<file path="src/rtl/seg_chk_pkg.sv">
package seg_chk_pkg;
  localparam int unsigned AB_W        = 8;
  localparam int unsigned AB_CODE_BIT = 3;
  localparam int unsigned AB_DOWN_BIT = 2;
  localparam int unsigned AB_RW_BIT   = 1;
  localparam int unsigned AB_ACC_BIT  = 0;

  typedef enum logic [1:0] {
    SEG_DATA_UP = 2'd0,
    SEG_DATA_DN = 2'd1,
    SEG_CODE    = 2'd2
  } seg_kind_e;
endpackage

</file>
<file path="src/rtl/seg_kind_decode.sv">
module seg_kind_decode
  import seg_chk_pkg::*;
(
  input  logic [AB_W-1:0] acc_byte_i,
  output seg_kind_e       kind_o,
  output logic            rw_en_o
);
  always_comb begin
    if (acc_byte_i[AB_CODE_BIT])      kind_o = SEG_CODE;
    else if (acc_byte_i[AB_DOWN_BIT]) kind_o = SEG_DATA_DN;
    else                              kind_o = SEG_DATA_UP;
  end

  assign rw_en_o = acc_byte_i[AB_RW_BIT];

  always_comb begin
    if (acc_byte_i[AB_CODE_BIT])
      assert_code_not_down_R6: assert (kind_o == SEG_CODE);
  end
endmodule

</file>
<file path="src/rtl/seg_limit_cmp.sv">
module seg_limit_cmp
  import seg_chk_pkg::*;
#(
  parameter int unsigned OFF_W  = 16,
  parameter int unsigned SIZE_W = 2
) (
  input  seg_kind_e         kind_i,
  input  logic [OFF_W-1:0]  limit_i,
  input  logic [OFF_W-1:0]  offset_i,
  input  logic [SIZE_W-1:0] size_i,
  output logic              fault_o
);
  localparam int unsigned EXT_W = OFF_W + 1;

  logic [EXT_W-1:0] span;
  logic [EXT_W-1:0] last_ext;
  logic             carry;
  logic [OFF_W-1:0] last_off;
  logic             up_fault;
  logic             dn_fault;

  // size 0 is treated as a single byte
  always_comb begin
    if (size_i == '0) span = '0;
    else              span = {{(EXT_W-SIZE_W){1'b0}}, size_i} - EXT_W'(1);
  end

  assign last_ext = {1'b0, offset_i} + span;
  assign carry    = last_ext[OFF_W];
  assign last_off = last_ext[OFF_W-1:0];

  // expand-up: last byte bounds the access
  assign up_fault = carry || (last_off > limit_i);
  // expand-down: first byte bounds the access, wrap is a fault
  assign dn_fault = carry || (offset_i <= limit_i);

  assign fault_o = (kind_i == SEG_DATA_DN) ? dn_fault : up_fault;

  always_comb begin
    if (kind_i == SEG_DATA_DN && limit_i == '1)
      assert_empty_down_seg_R3: assert (fault_o);
    if (kind_i != SEG_DATA_DN && offset_i > limit_i)
      assert_up_past_limit_R2: assert (fault_o);
  end
endmodule

</file>
<file path="src/rtl/seg_type_check.sv">
module seg_type_check
  import seg_chk_pkg::*;
(
  input  seg_kind_e kind_i,
  input  logic      rw_en_i,
  input  logic      write_i,
  output logic      fault_o
);
  always_comb begin
    unique case (kind_i)
      SEG_CODE: fault_o = write_i || !rw_en_i;
      default:  fault_o = write_i && !rw_en_i;
    endcase
  end

  always_comb begin
    if (kind_i == SEG_CODE && write_i)
      assert_code_write_R6: assert (fault_o);
    if (kind_i != SEG_CODE && !write_i)
      assert_data_read_ok_R5: assert (!fault_o);
  end
endmodule

</file>
<file path="src/rtl/seg_limit_check.sv">
module seg_limit_check
  import seg_chk_pkg::*;
#(
  parameter int unsigned OFF_W  = 16,
  parameter int unsigned SIZE_W = 2
) (
  input  logic              clk_i,
  input  logic              rst_ni,
  input  logic              valid_i,
  input  logic [AB_W-1:0]   acc_byte_i,
  input  logic [OFF_W-1:0]  limit_i,
  input  logic [OFF_W-1:0]  offset_i,
  input  logic [SIZE_W-1:0] size_i,
  input  logic              write_i,
  output logic              valid_o,
  output logic              limit_fault_o,
  output logic              type_fault_o,
  output logic              wb_en_o,
  output logic [AB_W-1:0]   wb_byte_o
);
  seg_kind_e kind;
  logic      rw_en;
  logic      lim_flt;
  logic      typ_flt;
  logic [AB_W-1:0] upd_byte;

  seg_kind_decode u_decode (
    .acc_byte_i (acc_byte_i),
    .kind_o     (kind),
    .rw_en_o    (rw_en)
  );

  seg_limit_cmp #(.OFF_W(OFF_W), .SIZE_W(SIZE_W)) u_limit (
    .kind_i   (kind),
    .limit_i  (limit_i),
    .offset_i (offset_i),
    .size_i   (size_i),
    .fault_o  (lim_flt)
  );

  seg_type_check u_type (
    .kind_i  (kind),
    .rw_en_i (rw_en),
    .write_i (write_i),
    .fault_o (typ_flt)
  );

  always_comb begin
    upd_byte             = acc_byte_i;
    upd_byte[AB_ACC_BIT] = 1'b1;
  end

  always_ff @(posedge clk_i or negedge rst_ni) begin
    if (!rst_ni) begin
      valid_o       <= 1'b0;
      limit_fault_o <= 1'b0;
      type_fault_o  <= 1'b0;
      wb_en_o       <= 1'b0;
      wb_byte_o     <= '0;
    end else begin
      valid_o       <= valid_i;
      limit_fault_o <= valid_i && lim_flt;
      type_fault_o  <= valid_i && typ_flt;
      wb_en_o       <= valid_i && !acc_byte_i[AB_ACC_BIT];
      if (valid_i) wb_byte_o <= upd_byte;
    end
  end

  assert_valid_latency_R8: assert property (@(posedge clk_i) disable iff (!rst_ni)
    valid_i |=> valid_o);
  assert_idle_quiet_R8: assert property (@(posedge clk_i) disable iff (!rst_ni)
    !valid_o |-> !(limit_fault_o || type_fault_o || wb_en_o));
  assert_wb_byte_marked_R7: assert property (@(posedge clk_i) disable iff (!rst_ni)
    wb_en_o |-> wb_byte_o[AB_ACC_BIT]);
  assert_wb_only_when_clear_R7: assert property (@(posedge clk_i) disable iff (!rst_ni)
    (valid_i && acc_byte_i[AB_ACC_BIT]) |=> !wb_en_o);
  assert_word_wrap_R4: assert property (@(posedge clk_i) disable iff (!rst_ni)
    (valid_i && size_i == SIZE_W'(2) && offset_i == '1) |=> limit_fault_o);
endmodule

</file>
<file path="config.mk">
export PLATFORM = sky130hd
export DESIGN_NAME = seg_limit_check
export DESIGN_NICKNAME = d
export VERILOG_FILES = /design/src/rtl/seg_chk_pkg.sv /design/src/rtl/seg_kind_decode.sv /design/src/rtl/seg_limit_cmp.sv /design/src/rtl/seg_type_check.sv /design/src/rtl/seg_limit_check.sv
export SDC_FILE = /design/constraint.sdc
export NUM_CORES = 1
export LEC_CHECK = 0
export BUFFER_PORTS_ARGS = -buffer_cell sky130_fd_sc_hd__buf_2
export CORE_AREA = 5 5 67 69
export DETAILED_ROUTE_END_ITERATION = 8
export DIE_AREA = 0 0 72 74
export PLACE_DENSITY = 0.86
export SKIP_CTS_REPAIR_TIMING = 1
export SYNTH_ARGS = -nofsm -noshare
export SYNTH_HDL_FRONTEND = slang
export SYNTH_HIERARCHICAL = 1
export SYNTH_SLANG_ARGS = --single-unit
</file>
<file path="constraint.sdc">
create_clock -name clk_i -period 0.95 [get_ports clk_i]
set_input_delay 0.095 -clock clk_i [delete_from_list [all_inputs] [get_ports clk_i]]
set_output_delay 0.095 -clock clk_i [all_outputs]
set_load 0.05 [all_outputs]
</file>
* Word-level counts from Yosys, hierarchy flattened
Index checks and enable logic that the tools add are counted.
Word-level totals: register bits after elaboration 12, bits of input ports 46, output and inout bits 12
Cells by class: $add $sub $neg 2, magnitude comparators 2, equality and inequality tests 2, multiplexer cells 5, reduce and logical (&&, ||, !) cells 10
Operators by type and width (count):
- $add A16 B17 Y17 | 1
- $mux W17 | 1
- $gt A16 B16 Y1 | 1
- $le A16 B16 Y1 | 1
- $logic_and A1 B1 Y1 | 4
- $logic_or A1 B1 Y1 | 3
- $mux W1 | 3
- $sub A2 B1 Y3 const B | 1
- $eq A2 B1 Y1 const B | 1
- $eq A2 B2 Y1 const B | 1
- $logic_not A1 Y1 | 2
- $logic_not A2 Y1 | 1
- $mux W2 | 1

* Depth between registers and ports, before layout
word-level depth 7, depth in mapped cells 17

* Hierarchy
Netlist, hierarchy kept.
Modules (own cells, without submodules):
- seg_limit_cmp | times used 1, cells each 190, area each 1416.4 um^2
- seg_limit_check | times used 1, cells each 24, area each 437.9 um^2
- seg_kind_decode | times used 1, cells each 3, area each 28.8 um^2
- seg_type_check | times used 1, cells each 3, area each 28.8 um^2

* Worst setup path before layout
OpenSTA, ideal clock, no wires.
path kind in2reg, from input size_i[1], to register limit_fault_o, setup time 0.066 ns, arrival time 2.717 ns, required time 0.884 ns, slack -1.833 ns, cell stages on the path 17, path through nor2b_1 > ha_1 > fa_1 > nand3_1 > a21oi_2 > o21ai_2 > a31oi_2 > a31oi_1 > xnor2_1 > ha_1 > nand4_1 > or3_1 > a21oi_1 > nor2_1 > a21o_1 > o211ai_2 > and2_1
Between the ends: longest elaborated chain between the ends 7, elaborated cells on any way between the ends 9, classes of those cells add/sub (2); order compare (1); mux (2); reduce/logical (4)
Ends and longest elaborated chain:
- start: declaration | RTL line seg_limit_check.sv:13 | input logic [SIZE_W-1:0] size_i,
- $sub A2 B1 Y3 or $logic_not A2 Y1 (tied branches) | RTL line seg_limit_cmp.sv:25, seg_limit_cmp.sv:24
- $mux W17 * | RTL line seg_limit_cmp.sv:24 | if (size_i == '0) span = '0;
- $add A16 B17 Y17 * | RTL line seg_limit_cmp.sv:28 | assign last_ext = {1'b0, offset_i} + span;
- $gt A16 B16 Y1 | RTL line seg_limit_cmp.sv:33 | assign up_fault = carry || (last_off > limit_i);
- $logic_or A1 B1 Y1 | RTL line seg_limit_cmp.sv:33
- $mux W1 * | RTL line seg_limit_cmp.sv:37 | assign fault_o = (kind_i == SEG_DATA_DN) ? dn_fault : up_fault;
- net lim_flt | RTL line seg_limit_check.sv:23 | logic lim_flt;
- $logic_and A1 B1 Y1 * | RTL line seg_limit_check.sv:62 | limit_fault_o <= valid_i && lim_flt;
- end signal: assignment | RTL line seg_limit_check.sv:62
- end: declaration | RTL line seg_limit_check.sv:16 | output logic limit_fault_o,
Mark *: on every way through the listed nets, which the timed path passes. The rest lies on a longest branch. A chain may end at the register's enable or synchronous reset.

* Final worst setup path
Same ends and word-level chain as after synthesis.

==> impl_results.md <==
- WP data required: 1120 ps
- Post-Place Setup Slack: -2110 ps
- Non-Filler Instances: 378
- Post-route worst setup slack: -1870 ps
- Final setup TNS: -1870 ps
- Yosys synthesis warning count: 6
- RSZ-0062 raised after global routing: true
- DR WL/cell: 13.8 µm
- Die Y: 74 µm
- N_diodes: 0
- Initial DRC count: approximately 140
- Sequential group share of total power: 22.6%
- Cells after synthesis: 220
- Antenna violation net count after detailed routing: 0
- Placed Area: 2570 µm²
- Post-route clock period utilization: 297%
- Critical path fanouts, max: 3
- Insertion delay to the later sink of the worst-skew pair: 240 ps
- Fin crit period: approximately 2800 ps
- Layout cells sized above 1: approximately two fifths
- H-Tree Depth: 1
- Avg Inst Size Synth: 8.69 µm²
- Switching part of the total: 39.8%
- Final Setup Violations: 1
- First-pass GRT wire length: 8380 µm
- Tot Pwr: 2.59 mW
- Netlist Area Pre-Place: ~1900 µm²
- Area Growth Syn to Fin: 40.4%
- Cell-internal power: 1.56 mW
- VDD IR max: 509 µV
- Clock slew at reported path FFs: roughly 50 ps
- Failing checks: setup timing
- Root buf cell: clkbuf_8
- Netlist cell types: 38
- Final #Nets: 424
- Fin Clk Skew: 0 ps
- Clk pwr share: a little under a fifth
- R2r setup slk: 140 ps
- FF-to-FF Start: wb_byte_o[4]
- Path type of the worst min-delay path: in2reg
- Power per Cell Area: 965 nW/µm²
- Combinational share of power: 59.1%
- Sequential share of the synthesized area: ~16%
- Die W: 72 µm
- Core Region: 3860 µm²
- Final Wtd Congestion: 0.859
- DRC: 0
- TritonCTS clock tree: done
- Leakage: 1.45 nW
- Vias in the first global route: roughly 2100
- Fmax: 0.355 GHz
- Port Buffer Count: 57
- CTS sink cnt: 12
- Max Cap Viol: 0
- DP HPWL: roughly 4500 µm
- Sw Pwr: just over 1 mW
- DRT Pass-1 Iters: 6
- Starting Density: 49.6%
- WHS: about 91 ps
- CTS Buffer Depth: 2
- R2R cell count: 1
- Hold Crit Start: acc_byte_i[5]
- Hold path cells: 2
- # rows: 23
- Largest net degree at the start of global routing: 13
- CP Class: in2reg
- TritonCTS Buffers: 3
- All-Layer GR Usage: 19.2%
- Io pins: 58
- Fin. max-slew vios: 0
- Critical path origin: size_i[1]
- Hold Crit Endpoint: wb_byte_o[5]
- Placed cell count: 371
- Crit end category: register
- Total grt overflow: 0
- Initial antenna violation count: 0
- FF-to-FF End: wb_byte_o[4]
- Critical Path Start Type: input pin
- Cell area after layout: between 2000 and 3000 µm²
- Final hold violation count: 0
- Final wirelength: 5220 µm
- Final core area utilization: 69.6%
- Seq cells post-synth: 12
- Die area: 5330 µm²
- Status: finished, violations left
- Arrival @ worst endpoint: between 2000 and 3000 ps
- Via density: 5.25
- Via count: 1985
[final cells by class]
| cell class | count | area, µm² |
|---|---|---|
| fill | 315 | 1170 |
| clock buffer | 4 | 45.0 |
| multi-input combinational | 199 | 1600 |
| inverter | 19 | 71.3 |
| tap | 50 | 62.6 |
| sequential | 12 | 309 |
| timing repair buffer | 94 | 592 |
[state kept, by name (all words and copies together), names as in the netlist]
name / flops
limit_fault_o: 1
type_fault_o: 1
valid_o: 1
wb_byte_o: 8
wb_en_o: 1
[cell usage in the layout, fill, tap and decap left out, types with 2 or more instances in the layout]
master	instances
and2_1	2
nand2_1	18
clkbuf_8	3
o211ai_1	3
o21ai_2	2
a21oi_2	4
o21ai_0	7
nor2b_4	2
nand4_1	10
conb_1	14
dfrtp_1	5
buf_4	41
nor2b_1	5
buf_2	49
nor3_1	3
o21ai_1	2
dfrtp_2	7
nand3_1	5
xor2_1	10
xnor2_1	4
ha_1	47
inv_1	19
dlygate4sd3_1	2
a21oi_1	28
a21o_1	5
mux2_4	6
nor2_1	4
[synthesized netlist by cell type]
master	number	area, µm²
nor2b_4	2	27.5
a211oi_1	1	7.51
o211ai_1	3	22.5
buf_6	1	11.3
or2_1	1	6.26
a21boi_0	1	7.51
xor2_1	10	87.6
o211ai_2	1	12.5
o22ai_1	1	6.26
inv_1	19	71.3
nor2_1	4	15.0
nor3_1	3	15.0
nand4_1	10	62.6
mux2_2	1	11.3
o21ai_0	8	40.0
and2_1	3	18.8
or3_1	1	6.26
a21oi_1	29	145
a21o_1	5	37.5
a21oi_2	3	26.3
nand3_1	6	30.0
nand3b_1	1	7.51
o21ai_2	2	17.5
xnor2_1	4	35.0
a31oi_1	2	12.5
dfrtp_1	12	300
buf_4	2	15.0
maj3_2	1	11.3
conb_1	1	3.75
o21ai_1	1	5.00
fa_1	1	20.0
o21bai_1	1	7.51
mux2_4	6	90.1
ha_1	48	601
nor2b_1	5	31.3
nand2_1	18	67.6
nand2b_1	1	6.26
a31oi_2	1	12.5
[power groups by stage]
stage	logic [mW]	clock network [mW]	registers [mW]
6_report	1.53	0.474	0.584
5_1_grt	1.69	0.505	0.589
4_1_cts	1.46	0.487	0.581
3_5_place_dp	1.45	0	0.588
3_3_place_gp	1.38	0	0.584
2_1_floorplan	0.785	0	0.746
[worst max-delay path, stage by stage]
cell and delay [ps]:
buf_2 100, nor2b_1 130, ha_1 200, fa_2 370
nand3_2 90, a21oi_2 60, o21ai_2 180, a31oi_4 120
a31oi_2 200, xnor2_1 100, ha_1 300, nand4_1 130
or3_1 350, a21oi_1 130, nor2_1 60, a21o_1 170
o211ai_2 60, and2_1 140
[cells by family (layout without fill, tap and decap cells)]
kind of cell	Yosys count	count (layout)	synth area share (%)
XOR/XNOR	14	14	6.41
AO/OA/AOI/OAI	59	59	18.8
AND/OR/NAND/NOR	55	55	15.4
adder cells (fa/ha/maj)	50	50	33.0
other	1	14	0.196
buffers and inverters	22	117	5.10
flip-flops	12	12	15.7
multiplexers	7	7	5.30
[worst max path at each step]
stage / endpoint / slack (ps) / depth (start not counted)
2_1_floorplan: limit_fault_o / -1720 / 17
4_1_cts: limit_fault_o / -1880 / 18
3_3_place_gp: limit_fault_o / -1950 / 18
5_1_grt: limit_fault_o / -1990 / 18
3_5_place_dp: limit_fault_o / -2110 / 18
6_report: limit_fault_o / -1870 / 18
[routing by layer]
metal  track usage [%]  share of wire, %
met1              21.1                41
met4              4.38               1.1
met3              2.43               4.5
met5                 0                 0
met2              38.9                54
Note: power is estimated with default switching activity, not from simulation.
